--- src/rtl/charge_seq.sv ---
module charge_seq #(
  parameter int PULSE_ON     = 2,
  parameter int PULSE_PERIOD = 8
) (
  input  logic       clk,
  input  logic       rst_n,
  input  logic       start,
  input  logic       abort,
  input  logic       strap_q,
  input  logic       strap_t,
  input  logic       v_at_bulk,
  input  logic       v_at_float,
  input  logic       i_at_min,
  input  logic       slope_trip,
  input  logic       tick,
  output logic [2:0] reg_mode,
  output logic       pulse_gate,
  output logic [1:0] phase
);
  localparam int CW = (PULSE_PERIOD > 2) ? $clog2(PULSE_PERIOD) : 1;
  localparam logic [CW-1:0] ON_C   = CW'(PULSE_ON);
  localparam logic [CW-1:0] LAST_C = CW'(PULSE_PERIOD - 1);

  typedef enum logic [1:0] {S_IDLE, S_FAST, S_BULKV, S_MAINT} st_t;
  typedef enum logic [1:0] {A_VSTEP, A_ISTEP, A_PULSE} alg_t;

  st_t           st;
  alg_t          alg;
  logic [CW-1:0] cnt;
  logic          hyst;

  always_ff @(posedge clk) begin
    if (!rst_n || abort) begin
      st   <= S_IDLE;
      alg  <= A_VSTEP;
      cnt  <= '0;
      hyst <= 1'b0;
    end else begin
      if (st != S_MAINT) begin
        cnt  <= '0;
        hyst <= 1'b0;
      end else begin
        if (alg == A_ISTEP && tick) cnt <= (cnt == LAST_C) ? '0 : cnt + 1'b1;
        if (alg == A_PULSE) begin
          if (v_at_bulk)       hyst <= 1'b0;
          else if (v_at_float) hyst <= 1'b1;
        end
      end
      case (st)
        S_IDLE: if (start) begin
          st  <= S_FAST;
          alg <= !strap_q ? A_VSTEP : (strap_t ? A_PULSE : A_ISTEP);
        end
        S_FAST: case (alg)
          A_VSTEP: if (v_at_bulk) st <= S_BULKV;
          A_ISTEP: if (v_at_bulk || slope_trip) st <= S_MAINT;
          default: if (v_at_bulk) st <= S_MAINT;
        endcase
        S_BULKV: if (i_at_min) st <= S_MAINT;
        default: ;
      endcase
    end
  end

  always_comb begin
    reg_mode   = 3'd0;
    pulse_gate = 1'b0;
    case (st)
      S_FAST:  begin reg_mode = 3'd1; pulse_gate = 1'b1; end
      S_BULKV: begin reg_mode = 3'd2; pulse_gate = 1'b1; end
      S_MAINT: begin
        reg_mode   = (alg == A_VSTEP) ? 3'd3 : 3'd4;
        pulse_gate = (alg == A_VSTEP) ? 1'b1 : (alg == A_ISTEP) ? (cnt < ON_C) : hyst;
      end
      default: ;
    endcase
  end

  assign phase = st;

  p_abort_idle_r9: assert property (@(posedge clk) disable iff (!rst_n)
    abort |=> (reg_mode == 3'd0 && !pulse_gate && phase == 2'd0));
  p_start_fast_r2: assert property (@(posedge clk) disable iff (!rst_n)
    (phase == 2'd0 && start && !abort) |=> (reg_mode == 3'd1 && pulse_gate && phase == 2'd1));
  p_min_current_end_r4: assert property (@(posedge clk) disable iff (!rst_n)
    (phase == 2'd2 && i_at_min && !abort) |=> (phase == 2'd3 && reg_mode == 3'd3));
  p_hyst_on_r8: assert property (@(posedge clk) disable iff (!rst_n)
    (phase == 2'd3 && reg_mode == 3'd4 && alg == A_PULSE && v_at_float && !v_at_bulk && !abort)
      |=> pulse_gate);
  p_hyst_off_r8: assert property (@(posedge clk) disable iff (!rst_n)
    (phase == 2'd3 && alg == A_PULSE && v_at_bulk && !abort) |=> !pulse_gate);
  p_maint_hold_r10: assert property (@(posedge clk) disable iff (!rst_n)
    (phase == 2'd3 && !abort) |=> phase == 2'd3);
endmodule

--- config.mk ---
export PLATFORM = sky130hd
export DESIGN_NAME = charge_seq
export DESIGN_NICKNAME = d
export VERILOG_FILES = /design/src/rtl/charge_seq.sv
export SDC_FILE = /design/constraint.sdc
export NUM_CORES = 1
export LEC_CHECK = 0
export BUFFER_PORTS_ARGS = -buffer_cell sky130_fd_sc_hd__buf_2
export CORE_MARGIN = 5
export CORE_UTILIZATION = 30
export DETAILED_ROUTE_END_ITERATION = 7
export GPL_ROUTABILITY_DRIVEN = 0
export PLACE_DENSITY = 0.56
export SETUP_SLACK_MARGIN = 0.05
export SLEW_MARGIN = 20
export SYNTH_ARGS = -nofsm -noshare
export SYNTH_HDL_FRONTEND = slang
export SYNTH_SLANG_ARGS = --single-unit
--- constraint.sdc ---
create_clock -name clk -period 3.35 [get_ports clk]
set_input_delay 0.1675 -clock clk [delete_from_list [all_inputs] [get_ports clk]]
set_output_delay 0.1675 -clock clk [all_outputs]
set_load 0.005 [all_outputs]
==> impl_metrics.toml <==
[run_status]
status = "complete, no violations"

[pwr]
ir_drop_v = 0.000131
finalPower_w = 0.000206
cellPowerDensity_nw_per_um2 = 296
p_leak_nw = 0.329

[die]
die_x_um = 53.4
dieArea_um2 = 2850
row_count = 15
die_y_um = 53.4
initial_core_util_pct = 32.0
core_area_um2 = 1760
ios = 17

[job]
cap_viol_max_count = 0

[sta]
min_period_ns = 1.71
worst_pin_slew_ns = 0.359
drv_slew = 0
slew_headroom_pct = 76.0
tns_ns = 0
skew_ns = 0.00278
setup_viol = 0
rsz0062_at_grt = "false"
finalHoldViolCount = 0
fin_crit_sh_pct = 51.0
fmax_ghz = 0.585

[final_layout]
final_common_cell = "buf_2"
areaGrowthSynthToFinish_pct = 23.7
final_cell_mix = "buf_2, nand2_1, ha_1, dfxtp_1, a21oi_1"
n_antenna_cell = 0
nets = 102
layout-drive-gt1-share_pct = 27.2
layout.cells.non_filler = 106
final.fill_count = 196
final_area_um2 = 698

[yosys]
avgSynthCellArea_um2 = 9.10
syn_nets = 81
ys_warn_count = 0
synth-edff-count = 0
async_flop_share_pct = 0
yosysSeqAreaShare_pct = 28.4
ys.flop_type = "dfxtp_1"
synth-seq-cells = 8
synth_top_area_share_pct = 28.4
synthTopCellsByArea = "dfxtp_1, ha_1, mux2i_1"
yosys.area.top_type = "dfxtp_1"
syn_inst = 62
yosysUniqueCellTypes = 22
syn_area_um2 = 564

[drt]
drcViolationCount = 0
drtIter0Drc = 3
ant_nets = 0
vias = 483
drt-pass1-iter-count = 4
wirelength_mm = 1.16
avgRoutedWirePerCell_um = 10.9
vias_per_cell = 4.56

[global_routing]
grt_pass1_vias = 448
grt_start_max_net_pins = 10
globalRoute.totalOverflow = 0
grt_usage_pct = 9.55
antenna_found_initial = 0
grt_pass1_wl_mm = 1.88

[critical_path]
r2r_start = "phase[0]"
worstPathArrival_ns = 1.54
path_class = "reg2out"
startpoint = "phase[1]"
cp-end-kind = "output port"
required_ns = 3.18
cp_max_fo = 8
cp-start-kind = "register"

[cts]
numCtsBuffers = 3
clock_latency_ns = 0.25
cts_buffer_depth = 2
post_cts_resized = 0
cts_tree = "done"
h-tree-depth = 1
cts_setup_buffers = 0
clkSinkCount = 8
hold_buffers = 0
cts.clk_slew.worst_paths_ns = 0.05
cts-root-buf = "clkbuf_4"

[place]
place_inst = 103
port_buffers = 16
dp_hpwl_um = 934
place_area_um2 = 676

[worst_hold_path]
hp-start = "v_at_bulk"
hold_path.class = "in2reg"
-- cell usage after synthesis (all sizes together), types with 2 or more instances --
cell type,number
nand2,10
dfxtp,8
ha,8
a21oi,5
mux2i,4
nor2b,4
inv,3
o21ai,3
nand2b,2
nand3b,2
nor2,2
o21a,2
-- path summary, 6_finish.rpt --
kind / to / slack, ns / cells after the start
worst max-delay path: reg_mode[0] / 1.64 / 5
worst min-delay path: hyst / 0.12 / 2
worst max register to register: phase[1] / 1.70 / 5
worst min register to register: cnt[0] / 0.47 / 2
-- area by class of cell --
type	count	area, µm²	share of cell area [%]
Sequential cell	8	160	22.9
Clock buffer	3	22.5	3.23
Multi-Input combinational cell	51	393	56.3
Tap cell	25	31.3	4.48
Timing Repair Buffer	16	80.1	11.5
Inverter	3	11.3	1.61
-- report_power, final --
group | switching (W) | leakage [nW] | internal, W
sequential | 0.00000383 | 0.0647 | 0.0000971
combinational | 0.0000160 | 0.250 | 0.0000170
clock | 0.0000315 | 0.0138 | 0.0000409
total | 0.0000513 | 0.329 | 0.000155
-- worst max-delay path, cell delays in order, from the launching register on --
cell and delay [ns]:
dfxtp_1 0.45, ha_1 0.27, nor3b_1 0.26, nand2_1 0.08, o21ai_0 0.09, buf_2 0.15
-- through the flow --
stage | setup slack, ns | utilization, % | hold slack [ns]
6_report | 1.64 | 39.6 | 0.122
5_1_grt | 1.49 | 39.6 | 0.133
4_1_cts | 1.61 | 39.6 | 0.110
3_5_place_dp | 1.72 | 38.3 | 0.385
3_3_place_gp | 1.77 | 38.3 | 0.372
2_1_floorplan | 1.83 | - | 0.264
-- registers in the layout, indices dropped and copies added, names as in the netlist --
signal	cells
cnt	3
hyst	1
alg	2
phase	2
-- metal layers --
layer / routed length (µm) / GRT usage, %
met1: 532 / 11.1
met2: 537 / 14.3
met3: 86 / 5.35
met4: 0 / 3.83
met5: 0 / 0
-- cell families after synthesis --
group	synth area share (%)
and+or+nand+nor	26.2
AOI/OAI and AO/OA	18.6
adders and majority gates	17.7
DFF	28.4
muxes	7.10
buffers and inverters	2.00
Power figures use the tool's default switching activity.
